===== config.mk =====
export PLATFORM = sky130hd
export DESIGN_NAME = pwm_alt_gen
export DESIGN_NICKNAME = d
export VERILOG_FILES = /design/src/rtl/pwm_alt_pkg.sv /design/src/rtl/pwm_alt_counter.sv /design/src/rtl/pwm_alt_regpair.sv /design/src/rtl/pwm_alt_compare.sv /design/src/rtl/pwm_alt_gen.sv
export SDC_FILE = /design/constraint.sdc
export NUM_CORES = 1
export LEC_CHECK = 0
export BUFFER_PORTS_ARGS = -buffer_cell sky130_fd_sc_hd__buf_2
export CORE_MARGIN = 2
export CORE_UTILIZATION = 63
export DETAILED_ROUTE_END_ITERATION = 6
export GPL_TIMING_DRIVEN = 0
export PLACE_DENSITY = 0.86
export SLEW_MARGIN = 20
export SYNTH_ARGS = -nofsm -noshare
export SYNTH_HDL_FRONTEND = slang
export SYNTH_SLANG_ARGS = --single-unit

===== constraint.sdc =====
create_clock -name clk -period 7.6 [get_ports clk]
set_clock_uncertainty 0.2 [all_clocks]
set_input_delay 0.76 -clock clk [delete_from_list [all_inputs] [get_ports clk]]
set_output_delay 0.76 -clock clk [all_outputs]
set_load 0.01 [all_outputs]

===== src/rtl/pwm_alt_pkg.sv =====
package pwm_alt_pkg;

    localparam int CNT_W = 24;

    // Update applied to a value pair at a clock edge
    typedef enum logic [1:0] {
        PA_HOLD,
        PA_SWAP,
        PA_LOAD,
        PA_RESTORE
    } pair_act_e;

    // Restore on disable takes precedence; a wrap then either exchanges or copies.
    function automatic pair_act_e pick_action(
        input logic run,
        input logic swapped,
        input logic wrap,
        input logic circ,
        input logic pend
    );
        if (!run && swapped)  return PA_RESTORE;
        if (wrap && circ)     return PA_SWAP;
        if (wrap && pend)     return PA_LOAD;
        return PA_HOLD;
    endfunction

endpackage


===== src/rtl/pwm_alt_counter.sv =====
module pwm_alt_counter #(
    parameter int W = pwm_alt_pkg::CNT_W
) (
    input  logic         clk,
    input  logic         rst,
    input  logic         en,
    input  logic [W-1:0] per,
    output logic [W-1:0] cnt_q,
    output logic         wrap_o
);

    localparam logic [W-1:0] ONE = W'(1);

    // Greater-or-equal keeps the wrap safe if the period shrinks below the count
    assign wrap_o = en && (cnt_q >= per);

    always_ff @(posedge clk) begin
        if (rst || !en || wrap_o) cnt_q <= '0;
        else                      cnt_q <= cnt_q + ONE;
    end

    a_r1_count_step: assert property (@(posedge clk) disable iff (rst)
        (en && !wrap_o) |=> (cnt_q == $past(cnt_q) + ONE));

    a_r8_hold_zero: assert property (@(posedge clk) disable iff (rst)
        !en |=> (cnt_q == '0));

endmodule


===== src/rtl/pwm_alt_regpair.sv =====
module pwm_alt_regpair #(
    parameter int W = pwm_alt_pkg::CNT_W
) (
    input  logic         clk,
    input  logic         rst,
    input  logic         en,
    input  logic         circ,
    input  logic         wrap,
    input  logic         pri_we,
    input  logic [W-1:0] pri_wd,
    input  logic         sec_we,
    input  logic [W-1:0] sec_wd,
    output logic [W-1:0] act_q
);
    import pwm_alt_pkg::*;

    logic [W-1:0] sec_q, act_d, sec_d;
    logic         pend_q, pend_d;
    logic         swp_q, swp_d;
    pair_act_e    sel;

    always_comb begin
        sel    = pick_action(en, swp_q, wrap, circ, pend_q);
        act_d  = act_q;
        sec_d  = sec_q;
        pend_d = pend_q;
        swp_d  = swp_q;
        unique case (sel)
            PA_SWAP: begin
                act_d = sec_q;
                sec_d = act_q;
                swp_d = ~swp_q;
            end
            PA_RESTORE: begin
                act_d = sec_q;
                sec_d = act_q;
                swp_d = 1'b0;
            end
            PA_LOAD:  act_d = sec_q;
            default:  ;
        endcase
        if (wrap) pend_d = 1'b0;
        // Writes land after the wrap action, so a same-edge write is not used by it
        if (sec_we) begin
            sec_d  = sec_wd;
            pend_d = 1'b1;
        end
        if (pri_we) act_d = pri_wd;
    end

    always_ff @(posedge clk) begin
        if (rst) begin
            act_q  <= '0;
            sec_q  <= '0;
            pend_q <= 1'b0;
            swp_q  <= 1'b0;
        end else begin
            act_q  <= act_d;
            sec_q  <= sec_d;
            pend_q <= pend_d;
            swp_q  <= swp_d;
        end
    end

    // exchange at a wrap in circular mode
    a_r4_pair_exchange: assert property (@(posedge clk) disable iff (rst)
        (circ && wrap && !pri_we && !sec_we)
        |=> (act_q == $past(sec_q)) && (sec_q == $past(act_q)));

    a_r6_load_consume: assert property (@(posedge clk) disable iff (rst)
        (!circ && wrap && pend_q && !pri_we && !sec_we)
        |=> (act_q == $past(sec_q)) && !pend_q);

    a_r7_late_write_kept: assert property (@(posedge clk) disable iff (rst)
        (wrap && sec_we) |=> (sec_q == $past(sec_wd)) && pend_q);

    a_r8_restore: assert property (@(posedge clk) disable iff (rst)
        (!en && swp_q && !pri_we && !sec_we)
        |=> !swp_q && (act_q == $past(sec_q)));

endmodule


===== src/rtl/pwm_alt_compare.sv =====
module pwm_alt_compare #(
    parameter int W = pwm_alt_pkg::CNT_W
) (
    input  logic         en,
    input  logic [W-1:0] cnt,
    input  logic [W-1:0] cmp,
    output logic         wave
);
    assign wave = en && (cnt < cmp);
endmodule


===== src/rtl/pwm_alt_gen.sv =====
module pwm_alt_gen #(
    parameter int W = pwm_alt_pkg::CNT_W
) (
    input  logic         clk,
    input  logic         rst,
    input  logic         en,
    input  logic         circ_cmp_en,
    input  logic         circ_per_en,
    input  logic         cmp_pri_we,
    input  logic [W-1:0] cmp_pri_wd,
    input  logic         cmp_sec_we,
    input  logic [W-1:0] cmp_sec_wd,
    input  logic         per_pri_we,
    input  logic [W-1:0] per_pri_wd,
    input  logic         per_sec_we,
    input  logic [W-1:0] per_sec_wd,
    output logic         ovf,
    output logic         wave_out
);

    logic [W-1:0] cnt, cmp_act, per_act;
    logic         wrap;

    pwm_alt_counter #(.W(W)) u_cnt (
        .clk(clk), .rst(rst), .en(en), .per(per_act),
        .cnt_q(cnt), .wrap_o(wrap)
    );

    pwm_alt_regpair #(.W(W)) u_cmp (
        .clk(clk), .rst(rst), .en(en), .circ(circ_cmp_en), .wrap(wrap),
        .pri_we(cmp_pri_we), .pri_wd(cmp_pri_wd),
        .sec_we(cmp_sec_we), .sec_wd(cmp_sec_wd),
        .act_q(cmp_act)
    );

    pwm_alt_regpair #(.W(W)) u_per (
        .clk(clk), .rst(rst), .en(en), .circ(circ_per_en), .wrap(wrap),
        .pri_we(per_pri_we), .pri_wd(per_pri_wd),
        .sec_we(per_sec_we), .sec_wd(per_sec_wd),
        .act_q(per_act)
    );

    pwm_alt_compare #(.W(W)) u_cmpo (
        .en(en), .cnt(cnt), .cmp(cmp_act), .wave(wave_out)
    );

    assign ovf = wrap;

    a_r2_zero_cmp_low: assert property (@(posedge clk) disable iff (rst)
        (cmp_act == '0) |-> !wave_out);

    a_r3_ovf_restarts: assert property (@(posedge clk) disable iff (rst)
        ovf |=> (cnt == '0));

    a_r8_quiet_when_off: assert property (@(posedge clk) disable iff (rst)
        !en |-> (!wave_out && !ovf));

endmodule


==> results.json <==
{
  "finalCriticalPeriod_ns": 3.96,
  "ctsHoldBuffers": 0,
  "h-tree-depth": 4,
  "critPathMaxStageDelay_ns": 0.49,
  "tightest_slew_ns": 0.922,
  "die_h_um": 116,
  "synthToLayoutAreaGrowth_pct": 16.2,
  "detail-route-antenna-nets": 0,
  "post-dp-hpwl_mm": 16.6,
  "drt_iter0_drc": 792,
  "synth_edf_count": 0,
  "p_total_uw": 1910,
  "dieArea_sq_um": 13400,
  "relSlewSlack": 0.376,
  "antenna_found_initial": 0,
  "vias": 7867,
  "hp-start": "u_cmp.swp_q$_SDFFE_PP0P_",
  "cp_cell_sequence": "ha_1 > a21oi_1 > o21ai_0 > a221oi_1 > o21a_1 > buf_2 > a21boi_1 > buf_2",
  "initial_core_util": 0.649,
  "place.gp.congestion": 0.972,
  "tns_ns": 0,
  "grt_pass1_vias": 7535,
  "crit_slowest_cell": "a221oi_1",
  "rows": 40,
  "ys_ff_latch": 124,
  "hp-class": "flip-flop to flip-flop",
  "startpoint": "u_cnt.cnt_q[17]$_SDFF_PP0_",
  "rsz0062_at_grt": "false",
  "maxCapViolCount": 0,
  "setup.worst_path.end_class": "primary output",
  "num_antenna_cells": 0,
  "crit_fanout": 10,
  "hold_viol": 0,
  "fill_cells": 913,
  "drcViolationCount": 0,
  "wl_per_cell_um": 17.9,
  "grt_overflow": 0,
  "crit_path_frequent_cell": "buf_2",
  "synthFlopType": "dfxtp_1",
  "fin_crit_sh": 0.521,
  "final_area_sq_um": 9140,
  "gr-usage-all-layers": 0.350,
  "clockBufferDepth": 2,
  "path_class": "flip-flop to primary output",
  "max_clock_freq_mhz": 252,
  "syn_inst": 971,
  "syn_area_sq_um": 7870,
  "drt_pass1_iterations": 6,
  "dpl_cell_area_sq_um": 8580,
  "clkSinkCount": 124,
  "power_density_nw_per_um2": 209,
  "routed_wl_mm": 22.7,
  "status": "finished clean",
  "r2r_start": "u_per.act_q[21]$_SDFFE_PP0P_",
  "synthArstFlopShare": 0,
  "numCtsBuffers": 17,
  "clock_latency_ns": 0.43,
  "fp.coreArea_sq_um": 12100,
  "maxSlewViolCount": 0,
  "grt_pass1_wl_mm": 36.7,
  "via_per_inst": 6.18,
  "ctsResizeCount": 0,
  "critPathLaunchType": "flip-flop",
  "drive_above_1_share": 0.147,
  "portBuffers": 101,
  "syn-num-nets": 1124,
  "avgSynthCellArea_sq_um": 8.10,
  "crit_arrival_ns": 3.00,
  "layout.nets": 1244,
  "setup_violations": 0,
  "cts_tree": "built",
  "ys_seq_area_frac": 0.316,
  "yosys_warnings": 0,
  "die_x_um": 116,
  "required_ns": 6.64,
  "ir_drop_v": 0.000212,
  "clk_pin_slew_ns": 0.06,
  "leakage_uw": 0.00401,
  "grt_max_degree": 17,
  "yosysUniqueCellTypes": 46,
  "cts.root.buffer_cell": "clkbuf_16",
  "io_pins": 107,
  "cts_setup_buffers": 0
}
-- worst max-delay path, delay by kind of cell, from the launching register on --
kind / cells / cell delay, ns
buffers and inverters: 2 / 0.48
AO/OA/AOI/OAI: 5 / 1.31
adder cells (fa/ha/maj): 1 / 0.31
flip-flops: 1 / 0.47
-- logic make-up after synthesis --
family | Yosys count | synth area share
and+or+nand+nor | 300 | 0.181
buffers and inverters | 182 | 0.0938
muxes | 98 | 0.132
AOI/OAI and AO/OA | 197 | 0.176
DFF | 124 | 0.316
xor gates and xnor gates | 22 | 0.0245
adders and majority gates | 48 | 0.0763
-- stage by stage --
step           setup WS [ns]  std cells  utilization  hold WS [ns]
2_1_floorplan           4.69        971            -         0.238
4_1_cts                 3.68       1272        0.755         0.268
3_3_place_gp            4.26       1240        0.709         0.250
5_1_grt                 3.52       1272        0.755         0.301
3_5_place_dp            4.19       1240        0.709         0.259
6_report                3.64       1272        0.755         0.271
-- metal layers --
layer | up-vias | wire, um | GRT usage
met1 | 3688 | 9520 | 0.458
met4 | 0 | 666 | 0.150
met5 | - | 0 | 0
met3 | 80 | 1900 | 0.0753
met2 | 378 | 10600 | 0.562
li1 | 3721 | - | -
-- layout make-up --
type | count | area (sq um) | share of cell area
Sequential cell | 124 | 2480 | 0.272
Multi-Input combinational cell | 665 | 4650 | 0.508
Clock inverter | 7 | 62.6 | 0.00684
Buffer | 80 | 355 | 0.0389
Tap cell | 168 | 210 | 0.0230
Timing Repair Buffer | 101 | 505 | 0.0553
Inverter | 102 | 383 | 0.0419
Clock buffer | 25 | 495 | 0.0542
-- worst paths after layout --
check	slack [ns]	to	cells after the start
worst max-delay path	3.64	ovf	8
worst min-delay path	0.27	u_cmp.swp_q$_SDFFE_PP0P_	2
worst max register to register	4.40	u_per.sec_q[0]$_SDFFE_PP0P_	9
worst min register to register	0.27	u_cmp.swp_q$_SDFFE_PP0P_	2
-- power by group --
group	switching (uW)	internal, uW	total (uW)
clock network	295	480	775
logic	246	150	396
registers	36.1	702	738
total	577	1330	1910
-- cells in the mapped netlist, types with 3 or more instances --
| cell type | number | area (sq um) |
|---|---|---|
| and3_1 | 3 | 18.8 |
| a21o_1 | 5 | 37.5 |
| ha_1 | 48 | 601 |
| clkbuf_1 | 55 | 206 |
| xor2_1 | 10 | 87.6 |
| nor2b_1 | 7 | 43.8 |
| nand3_1 | 12 | 60.1 |
| nor2_1 | 131 | 492 |
| buf_2 | 11 | 55.1 |
| o31ai_1 | 49 | 368 |
| mux2_2 | 8 | 90.1 |
| nor3_1 | 51 | 255 |
| a211oi_1 | 3 | 22.5 |
| inv_1 | 102 | 383 |
| nand2_1 | 25 | 93.8 |
| nand2b_1 | 5 | 31.3 |
| a2111oi_0 | 29 | 254 |
| mux2_1 | 40 | 450 |
| o21ai_2 | 3 | 26.3 |
| mux2i_1 | 50 | 500 |
| buf_4 | 5 | 37.5 |
| nor4_1 | 48 | 300 |
| nand4_1 | 11 | 68.8 |
| xnor2_1 | 12 | 105 |
| a2111oi_1 | 19 | 190 |
| buf_1 | 6 | 22.5 |
| dfxtp_1 | 124 | 2480 |
| buf_6 | 3 | 33.8 |
| o21ai_0 | 12 | 60.1 |
| a21oi_1 | 63 | 315 |
-- flip-flops by register name (all words and copies together) (netlist names) --
name,flops
u_cmp.act_q,24
u_cmp.pend_q,1
u_cmp.sec_q,24
u_cmp.swp_q,1
u_cnt.cnt_q,24
u_per.act_q,24
u_per.pend_q,1
u_per.sec_q,24
u_per.swp_q,1
-- cells in the final DEF (no fill, tap or decap), drive strengths merged, types with 5 or more instances in the layout --
cell type / instances
nor2: 131
buf: 126
dfxtp: 124
inv: 102
clkbuf: 80
a21oi: 63
nor3: 51
mux2i: 50
o31ai: 49
nor4: 49
ha: 48
mux2: 48
a2111oi: 48
nand2: 25
o21ai: 15
nand3: 12
xnor2: 12
nand4: 11
xor2: 10
nor2b: 7
nand2b: 5
a21o: 5
clkinv: 5
(Power assumes the default switching activity.)
